### src/rtl/dsp_mac_pkg.sv
// Package: shared operation codes and the decode table for the MAC engine.
// Assumes: op codes above 13 behave as a no-op.
package dsp_mac_pkg;

    typedef enum logic [3:0] {
        OP_NOP    = 4'd0,
        OP_CLR    = 4'd1,
        OP_MPY    = 4'd2,
        OP_MPYSQ  = 4'd3,
        OP_MPYN   = 4'd4,
        OP_MAC    = 4'd5,
        OP_MACSQ  = 4'd6,
        OP_MSC    = 4'd7,
        OP_ED     = 4'd8,
        OP_EDAC   = 4'd9,
        OP_MOVE   = 4'd10,
        OP_ADDACC = 4'd11,
        OP_SUBACC = 4'd12,
        OP_NEGACC = 4'd13
    } dsp_op_e;

    typedef enum logic [1:0] {
        ADD_NONE,
        ADD_PROD,
        ADD_OTHER,
        ADD_SELF
    } addend_e;

    typedef struct packed {
        logic    write;
        logic    base_dest;
        logic    subtract;
        addend_e addend;
        logic    square;
        logic    diff;
    } dsp_dec_t;

    // Map an operation code to datapath controls.
    function automatic dsp_dec_t dsp_decode(input dsp_op_e op);
        dsp_dec_t d;
        d = '{write: 1'b0, base_dest: 1'b0, subtract: 1'b0,
              addend: ADD_NONE, square: 1'b0, diff: 1'b0};
        case (op)
            OP_CLR:    d.write = 1'b1;
            OP_MPY:    begin d.write = 1'b1; d.addend = ADD_PROD; end
            OP_MPYSQ:  begin d.write = 1'b1; d.addend = ADD_PROD; d.square = 1'b1; end
            OP_MPYN:   begin d.write = 1'b1; d.addend = ADD_PROD; d.subtract = 1'b1; end
            OP_MAC:    begin d.write = 1'b1; d.addend = ADD_PROD; d.base_dest = 1'b1; end
            OP_MACSQ:  begin d.write = 1'b1; d.addend = ADD_PROD; d.base_dest = 1'b1;
                             d.square = 1'b1; end
            OP_MSC:    begin d.write = 1'b1; d.addend = ADD_PROD; d.base_dest = 1'b1;
                             d.subtract = 1'b1; end
            OP_ED:     begin d.write = 1'b1; d.addend = ADD_PROD; d.diff = 1'b1; end
            OP_EDAC:   begin d.write = 1'b1; d.addend = ADD_PROD; d.base_dest = 1'b1;
                             d.diff = 1'b1; end
            OP_ADDACC: begin d.write = 1'b1; d.addend = ADD_OTHER; d.base_dest = 1'b1; end
            OP_SUBACC: begin d.write = 1'b1; d.addend = ADD_OTHER; d.base_dest = 1'b1;
                             d.subtract = 1'b1; end
            OP_NEGACC: begin d.write = 1'b1; d.addend = ADD_SELF; d.subtract = 1'b1; end
            default:   d.write = 1'b0;
        endcase
        return d;
    endfunction

endpackage

### src/rtl/dsp_mac_mult.sv
// Module: operand extension, optional difference, 17x17 signed multiply and
// fractional scaling, sign-extended to accumulator width.
// Assumes: ACC_W is at least 2*(DATA_W+1)+1 so the doubled product fits.
module dsp_mac_mult #(
    parameter int DATA_W = 16,
    parameter int ACC_W  = 40
) (
    input  logic [DATA_W-1:0] x,
    input  logic [DATA_W-1:0] y,
    input  logic              sgn,
    input  logic              frac,
    input  logic              square,
    input  logic              diff,
    output logic [ACC_W-1:0]  prod_ext
);
    localparam int OPW = DATA_W + 1;
    localparam int PW  = 2 * OPW;

    logic signed [OPW-1:0] xe, ye, dxy, ma, mb;
    logic signed [PW-1:0]  prod;
    logic        [ACC_W-1:0] wide;

    // Extend operands, pick multiplier inputs and form the scaled product.
    always_comb begin
        xe   = {sgn & x[DATA_W-1], x};
        ye   = {sgn & y[DATA_W-1], y};
        dxy  = xe - ye;
        ma   = diff ? dxy : xe;
        mb   = (diff || square) ? ma : ye;
        prod = ma * mb;
        wide = {{(ACC_W-PW){prod[PW-1]}}, prod};
        prod_ext = frac ? (wide << 1) : wide;
    end
endmodule

### src/rtl/dsp_mac_addsat.sv
// Module: 41-bit add/subtract with selectable 32-bit or full-width clamp.
// Assumes: operands are two's complement ACC_W-bit values.
module dsp_mac_addsat #(
    parameter int ACC_W  = 40,
    parameter int NORM_W = 32
) (
    input  logic [ACC_W-1:0] base,
    input  logic [ACC_W-1:0] addend,
    input  logic             subtract,
    input  logic             sat_en,
    input  logic             super_mode,
    output logic [ACC_W-1:0] result
);
    localparam int HI_N = ACC_W - NORM_W + 2;
    localparam logic [ACC_W-1:0] MAX_FULL = {1'b0, {(ACC_W-1){1'b1}}};
    localparam logic [ACC_W-1:0] MIN_FULL = {1'b1, {(ACC_W-1){1'b0}}};
    localparam logic [ACC_W-1:0] MAX_NORM = {{(ACC_W-NORM_W+1){1'b0}}, {(NORM_W-1){1'b1}}};
    localparam logic [ACC_W-1:0] MIN_NORM = {{(ACC_W-NORM_W+1){1'b1}}, {(NORM_W-1){1'b0}}};

    logic [ACC_W:0]   sum;
    logic [HI_N-1:0]  hi;
    logic             ovf_full, ovf_norm, neg;

    // Exact sum, overflow detection and clamp selection.
    always_comb begin
        sum = subtract ? ({base[ACC_W-1], base} - {addend[ACC_W-1], addend})
                       : ({base[ACC_W-1], base} + {addend[ACC_W-1], addend});
        hi       = sum[ACC_W:NORM_W-1];
        neg      = sum[ACC_W];
        ovf_full = sum[ACC_W] ^ sum[ACC_W-1];
        ovf_norm = !((&hi) || !(|hi));
        if (!sat_en)
            result = sum[ACC_W-1:0];
        else if (super_mode)
            result = ovf_full ? (neg ? MIN_FULL : MAX_FULL) : sum[ACC_W-1:0];
        else
            result = ovf_norm ? (neg ? MIN_NORM : MAX_NORM) : sum[ACC_W-1:0];
    end
endmodule

### src/rtl/dsp_mac_store.sv
// Module: rounds an accumulator to a DATA_W-bit word, conventional or
// round-half-to-even, with optional clamp to the word range.
// Assumes: the word sits at bits NORM_W-1 down to NORM_W-DATA_W.
module dsp_mac_store #(
    parameter int DATA_W = 16,
    parameter int ACC_W  = 40,
    parameter int NORM_W = 32
) (
    input  logic [ACC_W-1:0]  acc,
    input  logic              convergent,
    input  logic              sat_en,
    output logic [DATA_W-1:0] word
);
    localparam int LSB_W = NORM_W - DATA_W;
    localparam int HI_N  = ACC_W - NORM_W + 2;
    localparam logic [LSB_W-1:0]  TIE   = {1'b1, {(LSB_W-1){1'b0}}};
    localparam logic [ACC_W:0]    HALF  = {{(ACC_W-LSB_W+1){1'b0}}, TIE};
    localparam logic [DATA_W-1:0] W_MAX = {1'b0, {(DATA_W-1){1'b1}}};
    localparam logic [DATA_W-1:0] W_MIN = {1'b1, {(DATA_W-1){1'b0}}};

    logic            add_half;
    logic [ACC_W:0]  rnd;
    logic [HI_N-1:0] hi;
    logic            ovf;

    // Decide on the rounding increment, apply it and clamp the word.
    always_comb begin
        add_half = !(convergent && (acc[LSB_W-1:0] == TIE) && !acc[LSB_W]);
        rnd      = {acc[ACC_W-1], acc} + (add_half ? HALF : '0);
        hi       = rnd[ACC_W:NORM_W-1];
        ovf      = !((&hi) || !(|hi));
        word     = (sat_en && ovf) ? (rnd[ACC_W] ? W_MIN : W_MAX)
                                   : rnd[NORM_W-1:LSB_W];
    end
endmodule

### src/rtl/dsp_mac_engine.sv
// Module: top of the dual-accumulator MAC engine. Decodes the operation,
// multiplies, adds into the selected accumulator with optional clamp, and
// exposes a rounded store word for either accumulator.
// Assumes: configuration inputs are valid in the cycle op_valid is high.
module dsp_mac_engine
    import dsp_mac_pkg::*;
#(
    parameter int DATA_W = 16,
    parameter int ACC_W  = 40,
    parameter int NORM_W = 32
) (
    input  logic              clk,
    input  logic              rst_n,
    input  logic              op_valid,
    input  logic [3:0]        op_code,
    input  logic              acc_sel,
    input  logic [DATA_W-1:0] opnd_x,
    input  logic [DATA_W-1:0] opnd_y,
    input  logic              cfg_frac,
    input  logic              cfg_signed,
    input  logic              cfg_convergent,
    input  logic              cfg_sat_a,
    input  logic              cfg_sat_b,
    input  logic              cfg_sat_store,
    input  logic              cfg_super_sat,
    input  logic              store_sel,
    output logic [ACC_W-1:0]  acc_a,
    output logic [ACC_W-1:0]  acc_b,
    output logic [DATA_W-1:0] store_word
);
    localparam int NUM_ACC = 2;

    dsp_dec_t         dec;
    logic [ACC_W-1:0] acc_q [NUM_ACC];
    logic [ACC_W-1:0] dest, other, base, addend, prod_ext, result;
    logic             sat_en;

    // Decode the operation and select accumulator operands.
    always_comb begin
        dec    = dsp_decode(dsp_op_e'(op_code));
        dest   = acc_q[acc_sel];
        other  = acc_q[!acc_sel];
        sat_en = acc_sel ? cfg_sat_b : cfg_sat_a;
        base   = dec.base_dest ? dest : '0;
        case (dec.addend)
            ADD_PROD:  addend = prod_ext;
            ADD_OTHER: addend = other;
            ADD_SELF:  addend = dest;
            default:   addend = '0;
        endcase
    end

    dsp_mac_mult #(.DATA_W(DATA_W), .ACC_W(ACC_W)) u_mult (
        .x        (opnd_x),
        .y        (opnd_y),
        .sgn      (cfg_signed),
        .frac     (cfg_frac),
        .square   (dec.square),
        .diff     (dec.diff),
        .prod_ext (prod_ext)
    );

    dsp_mac_addsat #(.ACC_W(ACC_W), .NORM_W(NORM_W)) u_addsat (
        .base       (base),
        .addend     (addend),
        .subtract   (dec.subtract),
        .sat_en     (sat_en),
        .super_mode (cfg_super_sat),
        .result     (result)
    );

    for (genvar gi = 0; gi < NUM_ACC; gi++) begin : g_acc
        // Accumulator register: cleared in reset, loaded when selected.
        always_ff @(posedge clk) begin
            if (!rst_n)
                acc_q[gi] <= '0;
            else if (op_valid && dec.write && (acc_sel == gi[0]))
                acc_q[gi] <= result;
        end
    end

    dsp_mac_store #(.DATA_W(DATA_W), .ACC_W(ACC_W), .NORM_W(NORM_W)) u_store (
        .acc        (acc_q[store_sel]),
        .convergent (cfg_convergent),
        .sat_en     (cfg_sat_store),
        .word       (store_word)
    );

    // Drive the accumulator outputs.
    always_comb begin
        acc_a = acc_q[0];
        acc_b = acc_q[1];
    end
endmodule

### config.mk
export PLATFORM = sky130hd
export DESIGN_NAME = dsp_mac_engine
export DESIGN_NICKNAME = d
export VERILOG_FILES = /design/src/rtl/dsp_mac_pkg.sv /design/src/rtl/dsp_mac_mult.sv /design/src/rtl/dsp_mac_addsat.sv /design/src/rtl/dsp_mac_store.sv /design/src/rtl/dsp_mac_engine.sv
export SDC_FILE = /design/constraint.sdc
export NUM_CORES = 1
export LEC_CHECK = 0
export BUFFER_PORTS_ARGS = -buffer_cell sky130_fd_sc_hd__buf_2
export CAP_MARGIN = 25
export CELL_PAD_IN_SITES_DETAIL_PLACEMENT = 1
export CELL_PAD_IN_SITES_GLOBAL_PLACEMENT = 1
export CORE_UTILIZATION = 44
export DETAILED_ROUTE_END_ITERATION = 10
export GPL_TIMING_DRIVEN = 0
export HOLD_SLACK_MARGIN = 0.1
export PLACE_DENSITY = 0.89
export REMOVE_ABC_BUFFERS = 1
export SLEW_MARGIN = 20
export SYNTH_ARGS = -nofsm -noshare
export SYNTH_HDL_FRONTEND = slang
export SYNTH_SLANG_ARGS = --single-unit
### constraint.sdc
create_clock -name clk -period 15.3 [get_ports clk]
set_input_delay 2.295 -clock clk [delete_from_list [all_inputs] [get_ports clk]]
set_output_delay 2.295 -clock clk [all_outputs]
set_load 0.02 [all_outputs]
==> results.sh <==
export IMPL_fmax_mhz=64.8
export IMPL_yosysTopAreaCellShare=0.262
export IMPL_critPathCapture="acc_q[1][13]"
export IMPL_drv_slew=0
export IMPL_drc=0
export IMPL_regToRegSetupSlack_ns=6.93
export IMPL_grt_max_degree=56
export IMPL_globalplace_congestion=0.961
export IMPL_violations="setup timing"
export IMPL_crit_fanout=15
export IMPL_cp_common_cell="fa_1"
export IMPL_detail_route_wl_per_cell_um=24.9
export IMPL_async_reset_ff_frac=0
export IMPL_dpl_worst_slack_ns=-4.00
export IMPL_nets=3440
export IMPL_fin_crit_sh=1.01
export IMPL_grt_pass1_vias=23300
export IMPL_rsz0062_at_grt="yes"
export IMPL_setup_viol=77
export IMPL_status="complete, but fails checks"
export IMPL_synth_distinct_cells=103
export IMPL_largest_reg_flops=80
export IMPL_dpl_hpwl_um=64000
export IMPL_maxCapViolCount=0
export IMPL_pin_count=144
export IMPL_cts_buffers=9
export IMPL_yosysWarnings=0
export IMPL_synth_area_leaders="fa_1 26%, edfxtp_1 11%, ha_1 7.9%"
export IMPL_avgSynthCellArea_um2=8.23
export IMPL_rr_endpoint="acc_q[1][13]"
export IMPL_drt_pass1_iterations=5
export IMPL_synth_cells=2765
export IMPL_synthFlopType="edfxtp_1"
export IMPL_ys_seq_area_frac=0.106
export IMPL_gr_total_overflow=0
export IMPL_rows=82
export IMPL_worst_ep_required_time_ns=15.39
export IMPL_htreeDepth=3
export IMPL_cts_buffer_depth=2
export IMPL_crit_type="in -> reg"
export IMPL_ant_nets=0
export IMPL_clock_latency_ns=0.37
export IMPL_syn_area_um2=22800
export IMPL_synth_edf_count=80
export IMPL_tightest_slew_ns=1.16
export IMPL_worstSetupStartpoint="opnd_y[0]"
export IMPL_largestRegisters="acc_q: 80 flops"
export IMPL_crit_path_end_kind="register"
export IMPL_cts_tree="built"
export IMPL_slew_headroom=0.222
export IMPL_finalCriticalPeriod_ns=15.42
export IMPL_grt_pass1_wl_um=132000
export IMPL_cp_slowest_cell="fa_1"
export IMPL_r2r_start="acc_q[0][1]"
export IMPL_crit_path_start_kind="input pin"
export IMPL_hold_class="reg -> reg"
export IMPL_die_w_um=229
export IMPL_wirelength_um=90300
export IMPL_yosysTopAreaCell="fa_1"
export IMPL_port_buffers=143
export IMPL_final_common_cell="inv_1"
export IMPL_grt_usage=0.315
export IMPL_core_area_um2=50600
export IMPL_initial_core_util=0.450
export IMPL_mostFrequentLayoutCells="351 x inv_1, 293 x nand2_1, 290 x fa_1, 267 x nor2_1, 143 x buf_4"
export IMPL_regMostFlops="acc_q"
export IMPL_dieArea_um2=52700
export IMPL_ys_ff_latch=80
export IMPL_clk_pin_slew_worst_paths_ns=0.07
export IMPL_clock_root_buffer="clkbuf_16"
export IMPL_hold_viol_final=0
export IMPL_critPathMaxStageDelay_ns=0.59
export IMPL_dr_first_iter_drc_count=1682
export IMPL_die_h_um=229
export IMPL_fin_ws_ns=-0.121
export IMPL_critPathArrivalTime_ns=15.52
export IMPL_antenna_found_initial=2
export IMPL_viasPerCell=6.26
export IMPL_finClkSkew_ns=0.0106
export IMPL_drive_above_1_share=0.228
export IMPL_area_delta_synth_final_pct=20.4
export IMPL_vias=22700
export IMPL_ff2ff_path_depth=30
export IMPL_cts_sinks=80
export IMPL_whs_ns=1.37
==> cells in the mapped netlist, drive strengths merged (19+ instances only) <==
cell type and instances:
a211oi 25, a21o 38, a21oi 131, a221o 23, a221oi 28, a31oi 20, and2 24, and3 20
buf 50, clkbuf 96, edfxtp 80, fa 298, ha 144, inv 362, mux2 29, mux2i 74
nand2 306, nand2b 25, nand3 38, nand4 22, nor2 278, nor2b 27, nor3 44, nor4 24
o211ai 20, o21a 19, o21ai 170, xnor2 75, xor2 48
==> cells by family after synthesis <==
logic type,synth area share
compound gates,0.186
xor+xnor,0.0473
fa+ha+maj,0.341
buf+inv,0.0882
flops,0.106
mux,0.0469
simple gates,0.185
==> how the worst min path moves through the flow <==
stage,from,end,depth (start not counted)
floorplan,acc_q[0][0],acc_q[0][0],6
global placement,acc_q[0][7],acc_q[0][7],6
detailed placement,acc_q[0][7],acc_q[0][7],6
CTS,acc_q[1][17],acc_q[1][17],6
global route,acc_q[0][11],acc_q[1][11],6
finish,acc_q[0][1],acc_q[0][1],6
==> area by class of cell <==
class	instances	area (um^2)
Clock buffer	9	225
Clock inverter	7	93.8
Antenna cell	1	2.50
Timing Repair Buffer	314	2300
Multi-Input combinational cell	2182	20200
Sequential cell	80	2400
Tap cell	672	841
Inverter	363	1370
Fill cell	5879	23200
==> timing repair <==
action / CTS / global route
setup endpoints to repair: 80 / 79
hold buffers: 0 / 0
buffers inserted: 81 / 67
pin swaps: 58 / 95
cloned: 3 / 7
resized for setup: 173 / 204
==> worst max-delay path, delay by kind of cell <==
family	cells	cell delay (ns)
AOI/OAI and AO/OA	16	3.64
buffers and inverters	11	1.34
xor gates and xnor gates	3	0.47
and+or+nand+nor	14	3.04
adders and majority gates	11	4.69
==> per-stage QoR <==
| step | std cells | TNS, ns | instance area (um^2) | util |
|---|---|---|---|---|
| floorplan | 2619 | -74.25 | 22100 | - |
| global placement | 3434 | -462.86 | 23700 | 0.468 |
| detailed placement | 3454 | -303.04 | 24100 | 0.476 |
| CTS | 3554 | 0 | 25800 | 0.511 |
| global route | 3628 | -41.17 | 27400 | 0.542 |
| finish | 3628 | -5.52 | 27400 | 0.542 |
==> layer usage <==
metal	global-route usage	vias up	routed length, um
met5	0	-	0
met4	0.142	0	5050
met3	0.0202	311	5040
met2	0.550	1024	45200
met1	0.399	11500	35000
li1	-	9848	-
Power is not shown: default switching activity piles up to over one toggle a cycle in this logic, so the estimate is an artifact.
